[src/rtl/rfu_pkg.sv]
// Package: shared state encoding for the relocation forwarding unit.
// Assumes nothing beyond standard SystemVerilog.
package rfu_pkg;
    typedef enum logic [2:0] {
        ST_IDLE,   // waiting for a command, lookups answered from the table
        ST_PICK,   // object boundary: choose a lookup copy, the walk or the free list
        ST_HDR,    // issue header read
        ST_HDRW,   // header data returns
        ST_RD,     // read one object word
        ST_WR,     // write that word to the destination
        ST_FREE    // post freed blocks
    } rfu_state_e;
endpackage

[src/rtl/rfu_fwd_table.sv]
// Forwarding table: one entry per word offset of the source page, holding a
// valid bit and the destination offset. Assumes the destination page number is
// kept by the caller. Cleared in one cycle when a new evacuation starts.
module rfu_fwd_table #(
    parameter int PAGE_W = 6
) (
    input  logic              clk,
    input  logic              rst_n,
    input  logic              clr,
    input  logic              wr_en,
    input  logic [PAGE_W-1:0] wr_idx,
    input  logic [PAGE_W-1:0] wr_off,
    input  logic [PAGE_W-1:0] rd_idx,
    output logic              rd_hit,
    output logic [PAGE_W-1:0] rd_off
);
    localparam int ENTRIES = 1 << PAGE_W;

    logic [ENTRIES-1:0] valid_q;
    logic [PAGE_W-1:0]  off_q [ENTRIES];

    // Valid bits: cleared by reset or a new command, set when a copy completes.
    always_ff @(posedge clk) begin
        if (!rst_n || clr) valid_q <= '0;
        else if (wr_en)    valid_q[wr_idx] <= 1'b1;
    end

    // Offset storage: written alongside the valid bit.
    always_ff @(posedge clk) begin
        if (wr_en) off_q[wr_idx] <= wr_off;
    end

    assign rd_hit = valid_q[rd_idx];
    assign rd_off = off_q[rd_idx];

    // an entry is written once per evacuation, so no object is copied twice.
    a_r7_single_copy: assert property (@(posedge clk) disable iff (!rst_n)
        wr_en && !clr |-> !valid_q[wr_idx]);
endmodule

[src/rtl/rfu_lookup_front.sv]
// Lookup front end: holds one outstanding lookup. Addresses outside the active
// source page are answered at once with the same address; the rest wait for
// the engine's answer. Assumes the requester keeps at most one lookup pending.
module rfu_lookup_front #(
    parameter int ADDR_W = 10,
    parameter int PAGE_W = 6
) (
    input  logic              clk,
    input  logic              rst_n,
    input  logic              lk_valid,
    input  logic [ADDR_W-1:0] lk_addr,
    input  logic              page_active,
    input  logic [ADDR_W-PAGE_W-1:0] src_page,
    input  logic              ans_valid,
    input  logic [ADDR_W-1:0] ans_addr,
    output logic              pend_in_page,
    output logic [PAGE_W-1:0] pend_off,
    output logic              rsp_valid,
    output logic [ADDR_W-1:0] rsp_addr
);
    logic              pend_v;
    logic [ADDR_W-1:0] pend_addr;

    assign pend_in_page = pend_v && page_active && (pend_addr[ADDR_W-1:PAGE_W] == src_page);
    assign pend_off     = pend_addr[PAGE_W-1:0];

    // Capture a request, then retire it with a one-cycle response.
    always_ff @(posedge clk) begin
        if (!rst_n) begin
            pend_v    <= 1'b0;
            pend_addr <= '0;
            rsp_valid <= 1'b0;
            rsp_addr  <= '0;
        end else begin
            rsp_valid <= 1'b0;
            if (pend_v && (!pend_in_page || ans_valid)) begin
                rsp_valid <= 1'b1;
                rsp_addr  <= pend_in_page ? ans_addr : pend_addr;
                pend_v    <= 1'b0;
            end else if (lk_valid && !pend_v) begin
                pend_v    <= 1'b1;
                pend_addr <= lk_addr;
            end
        end
    end

    // a response is a single-cycle pulse.
    a_r2_rsp_pulse: assert property (@(posedge clk) disable iff (!rst_n)
        rsp_valid |=> !rsp_valid);
    // a response always retires a request held in the previous cycle.
    a_r2_rsp_has_req: assert property (@(posedge clk) disable iff (!rst_n)
        rsp_valid |-> $past(pend_v));
endmodule

[src/rtl/rfu_evac_engine.sv]
// Evacuation engine: walks the source page in address order, copies live
// objects word by word into the destination page using a bump pointer, serves
// copy-on-lookup at object boundaries and finally posts freed blocks. Assumes
// one-cycle memory read latency, headers with the length in bits [PAGE_W:0],
// and live data that fits in one page.
module rfu_evac_engine
    import rfu_pkg::*;
#(
    parameter int ADDR_W = 10,
    parameter int PAGE_W = 6,
    parameter int DATA_W = 16,
    parameter int BLK_W  = 4
) (
    input  logic              clk,
    input  logic              rst_n,
    input  logic              cmd_valid,
    input  logic [ADDR_W-PAGE_W-1:0] cmd_src,
    input  logic [ADDR_W-PAGE_W-1:0] cmd_dst,
    output logic              busy,
    output logic              page_active,
    output logic [ADDR_W-PAGE_W-1:0] src_page,
    input  logic              pend_in_page,
    input  logic [PAGE_W-1:0] pend_off,
    output logic              ans_valid,
    output logic [ADDR_W-1:0] ans_addr,
    output logic              mem_req,
    output logic              mem_we,
    output logic [ADDR_W-1:0] mem_addr,
    output logic [DATA_W-1:0] mem_wdata,
    input  logic [DATA_W-1:0] mem_rdata,
    output logic              fl_we,
    output logic [ADDR_W-1:0] fl_addr,
    output logic              tb_clr,
    output logic              tb_wr_en,
    output logic [PAGE_W-1:0] tb_wr_idx,
    output logic [PAGE_W-1:0] tb_wr_off,
    output logic [PAGE_W-1:0] tb_rd_idx,
    input  logic              tb_rd_hit,
    input  logic [PAGE_W-1:0] tb_rd_off
);
    localparam int PG_W = ADDR_W - PAGE_W;
    localparam int NB_W = PAGE_W - BLK_W;
    localparam logic [PAGE_W:0] PAGE_WORDS = (PAGE_W+1)'(1 << PAGE_W);
    localparam logic [ADDR_W-1:0] BLK_WORDS = ADDR_W'(1 << BLK_W);

    rfu_state_e        state;
    logic [PG_W-1:0]   dst_pg;
    logic [PAGE_W:0]   walk_ptr, cur_size, idx, bump;
    logic [PAGE_W-1:0] cur_obj;
    logic              walk_done, demand;
    logic [NB_W-1:0]   fl_cnt;
    logic [PAGE_W:0]   hsize;
    logic              last_word, at_boundary;
    logic [PAGE_W-1:0] rd_off, wr_off;

    assign hsize       = mem_rdata[PAGE_W:0];
    assign last_word   = (idx == cur_size - 1'b1);
    assign at_boundary = (state == ST_IDLE) || (state == ST_PICK);
    assign rd_off      = cur_obj + idx[PAGE_W-1:0];
    assign wr_off      = bump[PAGE_W-1:0] + idx[PAGE_W-1:0];
    assign busy        = (state != ST_IDLE);

    // Table access: the pending lookup at boundaries, the current object otherwise.
    assign tb_rd_idx = at_boundary ? pend_off : cur_obj;
    assign tb_clr    = (state == ST_IDLE) && cmd_valid;
    assign tb_wr_en  = (state == ST_WR) && last_word;
    assign tb_wr_idx = cur_obj;
    assign tb_wr_off = bump[PAGE_W-1:0];

    // Answer in-page lookups at boundaries; when idle a miss passes through.
    assign ans_valid = pend_in_page && at_boundary && (tb_rd_hit || state == ST_IDLE);
    assign ans_addr  = tb_rd_hit ? {dst_pg, tb_rd_off} : {src_page, pend_off};

    // Memory and free-list drive, decoded from the state.
    always_comb begin
        mem_req   = 1'b0;
        mem_we    = 1'b0;
        mem_addr  = '0;
        mem_wdata = mem_rdata;
        fl_we     = 1'b0;
        fl_addr   = {src_page, fl_cnt, {BLK_W{1'b0}}};
        case (state)
            ST_HDR:  begin mem_req = 1'b1; mem_addr = {src_page, cur_obj}; end
            ST_RD:   begin mem_req = 1'b1; mem_addr = {src_page, rd_off}; end
            ST_WR:   begin mem_req = 1'b1; mem_we = 1'b1; mem_addr = {dst_pg, wr_off}; end
            ST_FREE: fl_we = 1'b1;
            default: ;
        endcase
    end

    // Sequencer: command intake, boundary arbitration, copy loop, block release.
    always_ff @(posedge clk) begin
        if (!rst_n) begin
            state       <= ST_IDLE;
            src_page    <= '0;
            dst_pg      <= '0;
            page_active <= 1'b0;
            walk_ptr    <= '0;
            walk_done   <= 1'b0;
            cur_obj     <= '0;
            cur_size    <= '0;
            idx         <= '0;
            bump        <= '0;
            demand      <= 1'b0;
            fl_cnt      <= '0;
        end else begin
            case (state)
                ST_IDLE: if (cmd_valid) begin
                    src_page    <= cmd_src;
                    dst_pg      <= cmd_dst;
                    page_active <= 1'b1;
                    walk_ptr    <= '0;
                    walk_done   <= 1'b0;
                    bump        <= '0;
                    state       <= ST_PICK;
                end
                ST_PICK: begin
                    if (pend_in_page && !tb_rd_hit) begin
                        cur_obj <= pend_off;
                        demand  <= 1'b1;
                        state   <= ST_HDR;
                    end else if (pend_in_page) begin
                        state <= ST_PICK;
                    end else if (!walk_done && walk_ptr < PAGE_WORDS) begin
                        cur_obj <= walk_ptr[PAGE_W-1:0];
                        demand  <= 1'b0;
                        state   <= ST_HDR;
                    end else begin
                        fl_cnt <= '0;
                        state  <= ST_FREE;
                    end
                end
                ST_HDR: state <= ST_HDRW;
                ST_HDRW: begin
                    idx <= '0;
                    if (demand) begin
                        cur_size <= (hsize == '0) ? (PAGE_W+1)'(1) : hsize;
                        state    <= ST_RD;
                    end else if (hsize == '0) begin
                        walk_done <= 1'b1;
                        state     <= ST_PICK;
                    end else if (tb_rd_hit) begin
                        walk_ptr <= walk_ptr + hsize;
                        state    <= ST_PICK;
                    end else begin
                        cur_size <= hsize;
                        state    <= ST_RD;
                    end
                end
                ST_RD: state <= ST_WR;
                ST_WR: begin
                    if (last_word) begin
                        bump <= bump + cur_size;
                        if (!demand) walk_ptr <= walk_ptr + cur_size;
                        state <= ST_PICK;
                    end else begin
                        idx   <= idx + 1'b1;
                        state <= ST_RD;
                    end
                end
                ST_FREE: begin
                    fl_cnt <= fl_cnt + 1'b1;
                    if (fl_cnt == '1) state <= ST_IDLE;
                end
                default: state <= ST_IDLE;
            endcase
        end
    end

    // copies land only in the destination page.
    a_r4_dst_only: assert property (@(posedge clk) disable iff (!rst_n)
        mem_req && mem_we |-> mem_addr[ADDR_W-1:PAGE_W] == dst_pg);
    // every write is preceded by the read that fetched its data.
    a_r4_read_first: assert property (@(posedge clk) disable iff (!rst_n)
        mem_req && mem_we |-> $past(mem_req && !mem_we));
    // consecutive free-list writes step by one block.
    a_r8_fl_step: assert property (@(posedge clk) disable iff (!rst_n)
        fl_we && $past(fl_we) |-> fl_addr == $past(fl_addr) + BLK_WORDS);
    // the bump pointer never passes the end of the destination page.
    a_r3_bump_limit: assert property (@(posedge clk) disable iff (!rst_n)
        bump <= PAGE_WORDS);
    // a command during an evacuation leaves the destination unchanged.
    a_r9_busy_cmd: assert property (@(posedge clk) disable iff (!rst_n)
        busy && cmd_valid |=> $stable(dst_pg));
endmodule

[src/rtl/reloc_fwd_unit.sv]
// Top level: evacuates one page into another, keeps the old-to-new mapping
// and answers pointer lookups, copying on demand. Assumes a memory with
// one-cycle read latency and one outstanding lookup at a time.
module reloc_fwd_unit #(
    parameter int ADDR_W = 10,
    parameter int PAGE_W = 6,
    parameter int DATA_W = 16,
    parameter int BLK_W  = 4
) (
    input  logic              clk,
    input  logic              rst_n,
    input  logic              cmd_valid,
    input  logic [ADDR_W-PAGE_W-1:0] cmd_src_page,
    input  logic [ADDR_W-PAGE_W-1:0] cmd_dst_page,
    output logic              busy,
    input  logic              lk_valid,
    input  logic [ADDR_W-1:0] lk_addr,
    output logic              rsp_valid,
    output logic [ADDR_W-1:0] rsp_addr,
    output logic              mem_req,
    output logic              mem_we,
    output logic [ADDR_W-1:0] mem_addr,
    output logic [DATA_W-1:0] mem_wdata,
    input  logic [DATA_W-1:0] mem_rdata,
    output logic              fl_we,
    output logic [ADDR_W-1:0] fl_addr
);
    localparam int PG_W = ADDR_W - PAGE_W;

    logic              page_active, pend_in_page, ans_valid;
    logic [PG_W-1:0]   src_page;
    logic [PAGE_W-1:0] pend_off;
    logic [ADDR_W-1:0] ans_addr;
    logic              tb_clr, tb_wr_en, tb_rd_hit;
    logic [PAGE_W-1:0] tb_wr_idx, tb_wr_off, tb_rd_idx, tb_rd_off;

    rfu_lookup_front #(.ADDR_W(ADDR_W), .PAGE_W(PAGE_W)) u_front (
        .clk(clk), .rst_n(rst_n), .lk_valid(lk_valid), .lk_addr(lk_addr),
        .page_active(page_active), .src_page(src_page),
        .ans_valid(ans_valid), .ans_addr(ans_addr),
        .pend_in_page(pend_in_page), .pend_off(pend_off),
        .rsp_valid(rsp_valid), .rsp_addr(rsp_addr));

    rfu_evac_engine #(.ADDR_W(ADDR_W), .PAGE_W(PAGE_W), .DATA_W(DATA_W), .BLK_W(BLK_W)) u_engine (
        .clk(clk), .rst_n(rst_n), .cmd_valid(cmd_valid),
        .cmd_src(cmd_src_page), .cmd_dst(cmd_dst_page), .busy(busy),
        .page_active(page_active), .src_page(src_page),
        .pend_in_page(pend_in_page), .pend_off(pend_off),
        .ans_valid(ans_valid), .ans_addr(ans_addr),
        .mem_req(mem_req), .mem_we(mem_we), .mem_addr(mem_addr),
        .mem_wdata(mem_wdata), .mem_rdata(mem_rdata),
        .fl_we(fl_we), .fl_addr(fl_addr),
        .tb_clr(tb_clr), .tb_wr_en(tb_wr_en), .tb_wr_idx(tb_wr_idx),
        .tb_wr_off(tb_wr_off), .tb_rd_idx(tb_rd_idx),
        .tb_rd_hit(tb_rd_hit), .tb_rd_off(tb_rd_off));

    rfu_fwd_table #(.PAGE_W(PAGE_W)) u_table (
        .clk(clk), .rst_n(rst_n), .clr(tb_clr), .wr_en(tb_wr_en),
        .wr_idx(tb_wr_idx), .wr_off(tb_wr_off), .rd_idx(tb_rd_idx),
        .rd_hit(tb_rd_hit), .rd_off(tb_rd_off));
endmodule

[config.mk]
export PLATFORM = sky130hd
export DESIGN_NAME = reloc_fwd_unit
export DESIGN_NICKNAME = d
export VERILOG_FILES = /design/src/rtl/rfu_pkg.sv /design/src/rtl/rfu_fwd_table.sv /design/src/rtl/rfu_lookup_front.sv /design/src/rtl/rfu_evac_engine.sv /design/src/rtl/reloc_fwd_unit.sv
export SDC_FILE = /design/constraint.sdc
export NUM_CORES = 1
export LEC_CHECK = 0
export BUFFER_PORTS_ARGS = -buffer_cell sky130_fd_sc_hd__buf_2
export CAP_MARGIN = 20
export CELL_PAD_IN_SITES_DETAIL_PLACEMENT = 2
export CELL_PAD_IN_SITES_GLOBAL_PLACEMENT = 2
export CORE_MARGIN = 2
export CORE_UTILIZATION = 42
export DETAILED_ROUTE_END_ITERATION = 7
export HOLD_SLACK_MARGIN = 0.02
export PLACE_DENSITY_LB_ADDON = 0.1
export SYNTH_ARGS = -nofsm -noshare
export SYNTH_HDL_FRONTEND = slang
export SYNTH_SLANG_ARGS = --single-unit
[constraint.sdc]
create_clock -name clk -period 4.58 [get_ports clk]
set_input_delay 0.916 -clock clk [delete_from_list [all_inputs] [get_ports clk]]
set_output_delay 0.916 -clock clk [all_outputs]
set_load 0.05 [all_outputs]
==> metrics.cfg <==
[status]
outcome=finished clean

[routing]
viasPerCell=6.13
drt_iter0_drc=1109
wl_per_cell_um=29.5
drc_errors=0
routed_wl_um=81100
first_pass_iters=7
ant_nets=0
num_vias=16825

[floorplan]
fp.dieW_um=236
io-pin-count=89
fp.dieArea_um2=55700
core_um2=53500
start_util=0.422
rows=85
die_h_um=236

[global_route]
antenna_found_initial=2
grt_use_total=0.291
grt_max_degree=68
grt_overflow=0
grt_pass1_wl_um=121000
grt_pass1_vias=18279

[yosys]
yosysSeqAreaShare=0.630
synth_edf_count=384
synth.distinct_cells=85
async_reset_ff_frac=0
synth.most_common_cell=edfxtp_1
synth.top_cell.area_share=0.510
netlist_instances=1940
netlist_area_um2=22600
synth_area_leaders=edfxtp_1, dfxtp_1, nand2_1
yosys.area.top_type=edfxtp_1
synth_area_per_cell_um2=11.6
ys.flop_type=edfxtp_1
ys_top_cells_by_count=edfxtp_1, nand2_1, dfxtp_1, nor2_1, a21oi_1
ys_warn_count=0
synth_seq_cells=519

[power]
p_seq_frac=0.432
leakage_nw=9.21
vdd_ir_drop_max_mv=0.335
p_sw_mw=3.65
p_comb_frac=0.194
swShare=0.307
power_density_nw_per_um2=466
p_clk_frac=0.375
p_int_mw=8.24

[critical_path]
crit_type=flip-flop to primary output
cp-start-kind=flip-flop
required_ns=3.66
cp.arrival_ns=3.50
critPathMaxFanout=17
endpoint_kind=primary output

[clock_network]
insertion_delay_ns=0.63
clkSinkCount=519
htreeDepth=2
cts_buffers=55
root_buffer=clkbuf_16
clk_path_buf_depth=3
clk_pin_slew_ns=0.07
tritoncts=yes

[placed_design]
dp_hpwl_um=54100
port_buffers=66
gp_congestion=0.880
place_area_um2=23800

[final_layout]
final.fill_count=5376
multi_input_area_um2=7730
final_core_util=0.477
area_growth_pct=13.0
final_area_um2=25500
layout-drive-gt1-share=0.132
regArea_um2=14200
final_net_count=2062

[sta]
period_minus_slack_ns=4.42
final_max_slew_viol_count=0
finalCritPeriodShare=0.965
setup_viol=0
rsz0062_at_grt=false
relSlewSlack=0.239
worst_slew_pin_slew_ns=1.13
hold_viol_final=0
max_freq_mhz=226
skew_ns=0.0298

[hold_path]
hold_path_class=flip-flop to flip-flop

[flow_run]
cap_violations=0

[sequential cells by signal (all words and copies together), names as in the netlist, 7 cells and up]
name,count
u_table.off_q,384
u_table.valid_q,64
u_front.pend_addr,10
u_front.rsp_addr,10
u_engine.cur_size,7
u_engine.idx,7
u_engine.walk_ptr,7
[timing repair]
action                                  in CTS  in global routing
resized for setup                            2                  1
hold buffers                                 0                  0
endpoints found under the setup margin       2                  2
buffers inserted                             0                  0
endpoints found under the hold margin        0                  0
[metrics by stage]
step	setup TNS, ns	total power, mW	std cells	hold WS (ns)	setup slack (ns)
2_1_floorplan	-0.00621	6.67	1943	0.433	-0.00621
3_3_place_gp	0	7.41	2641	0.442	0.550
3_5_place_dp	0	7.50	2641	0.457	0.406
4_1_cts	0	11.9	2745	0.473	0.0229
5_1_grt	0	12.3	2745	0.493	0.00955
6_report	0	11.9	2746	0.472	0.162
[logic make-up (layout without fill, tap and decap cells)]
| logic type | count (synthesis) | count (layout) | synth area share |
|---|---|---|---|
| AOI/OAI and AO/OA | 425 | 425 | 0.132 |
| xor gates and xnor gates | 35 | 35 | 0.0136 |
| adders and majority gates | 22 | 22 | 0.0132 |
| buffers and inverters | 152 | 258 | 0.0319 |
| DFF | 519 | 519 | 0.630 |
| muxes | 96 | 96 | 0.0445 |
| other | 1 | 5 | 0.000166 |
| and+or+nand+nor | 690 | 690 | 0.134 |
[power by group through the flow]
| stage | logic [mW] | registers (mW) | clock network, mW |
|---|---|---|---|
| 6_report | 2.30 | 5.13 | 4.46 |
| 5_1_grt | 2.45 | 5.14 | 4.68 |
| 4_1_cts | 2.29 | 5.13 | 4.51 |
| 3_5_place_dp | 2.27 | 5.23 | 0 |
| 3_3_place_gp | 2.19 | 5.23 | 0 |
| 2_1_floorplan | 1.44 | 5.23 | 0 |
[final cells by class]
cell class                      instances  area share
Antenna cell                            1   0.0000980
Clock buffer                           78      0.0609
Clock inverter                         26     0.00799
Inverter                               16     0.00235
Multi-Input combinational cell       1272       0.303
Sequential cell                       519       0.558
Tap cell                              696      0.0341
Timing Repair Buffer                  138      0.0341
[layout by cell type (no fill, tap or decap), types with 11 or more instances in the layout]
| master | instances |
|---|---|
| edfxtp_1 | 384 |
| nand2_1 | 367 |
| dfxtp_1 | 127 |
| nor2_1 | 123 |
| a21oi_1 | 95 |
| mux2i_1 | 81 |
| o21a_1 | 73 |
| buf_4 | 72 |
| nand3_1 | 67 |
| buf_2 | 66 |
| clkbuf_16 | 57 |
| o21ai_0 | 54 |
| o221ai_1 | 27 |
| xnor2_1 | 22 |
| a31oi_1 | 22 |
| nand4_1 | 22 |
| and3_1 | 22 |
| o22ai_1 | 22 |
| nor3_1 | 20 |
| ha_1 | 19 |
| a32oi_1 | 17 |
| clkbuf_1 | 16 |
| inv_1 | 15 |
| xor2_1 | 13 |
| a311oi_1 | 12 |
| nor4_1 | 11 |
| a22oi_1 | 11 |
[critical path, stage by stage (launching register included)]
cell and delay (ns):
dfxtp_4 0.48, buf_4 0.16, nor2b_1 0.21, nand2_1 0.11, clkinv_1 0.09, buf_4 0.23, nand2_1 0.10, o21ai_0 0.09
ha_1 0.30, a21o_1 0.20, a21o_1 0.19, a21oi_1 0.19, xnor2_1 0.11, o22ai_2 0.14, buf_2 0.28
[routing by layer]
layer,global-route usage,wire (um),share of wire,vias up
li1,-,-,-,7324
met1,0.386,35000,0.43,8790
met2,0.485,39000,0.48,526
met3,0.0377,3680,0.045,183
met4,0.118,3440,0.042,2
met5,0,8,0.000099,-
[path summary, 6_finish.rpt]
path,startpoint,endpoint,slack (ns),depth (start not counted)
max reg2reg,u_engine.cur_size[1],u_table.off_q[15][1],0.30,10
max,u_engine.state[2],mem_addr[5],0.16,14
min reg2reg,u_table.valid_q[6],u_table.valid_q[6],0.47,1
min,u_table.valid_q[6],u_table.valid_q[6],0.47,1
Power figures use the tool's default switching activity.
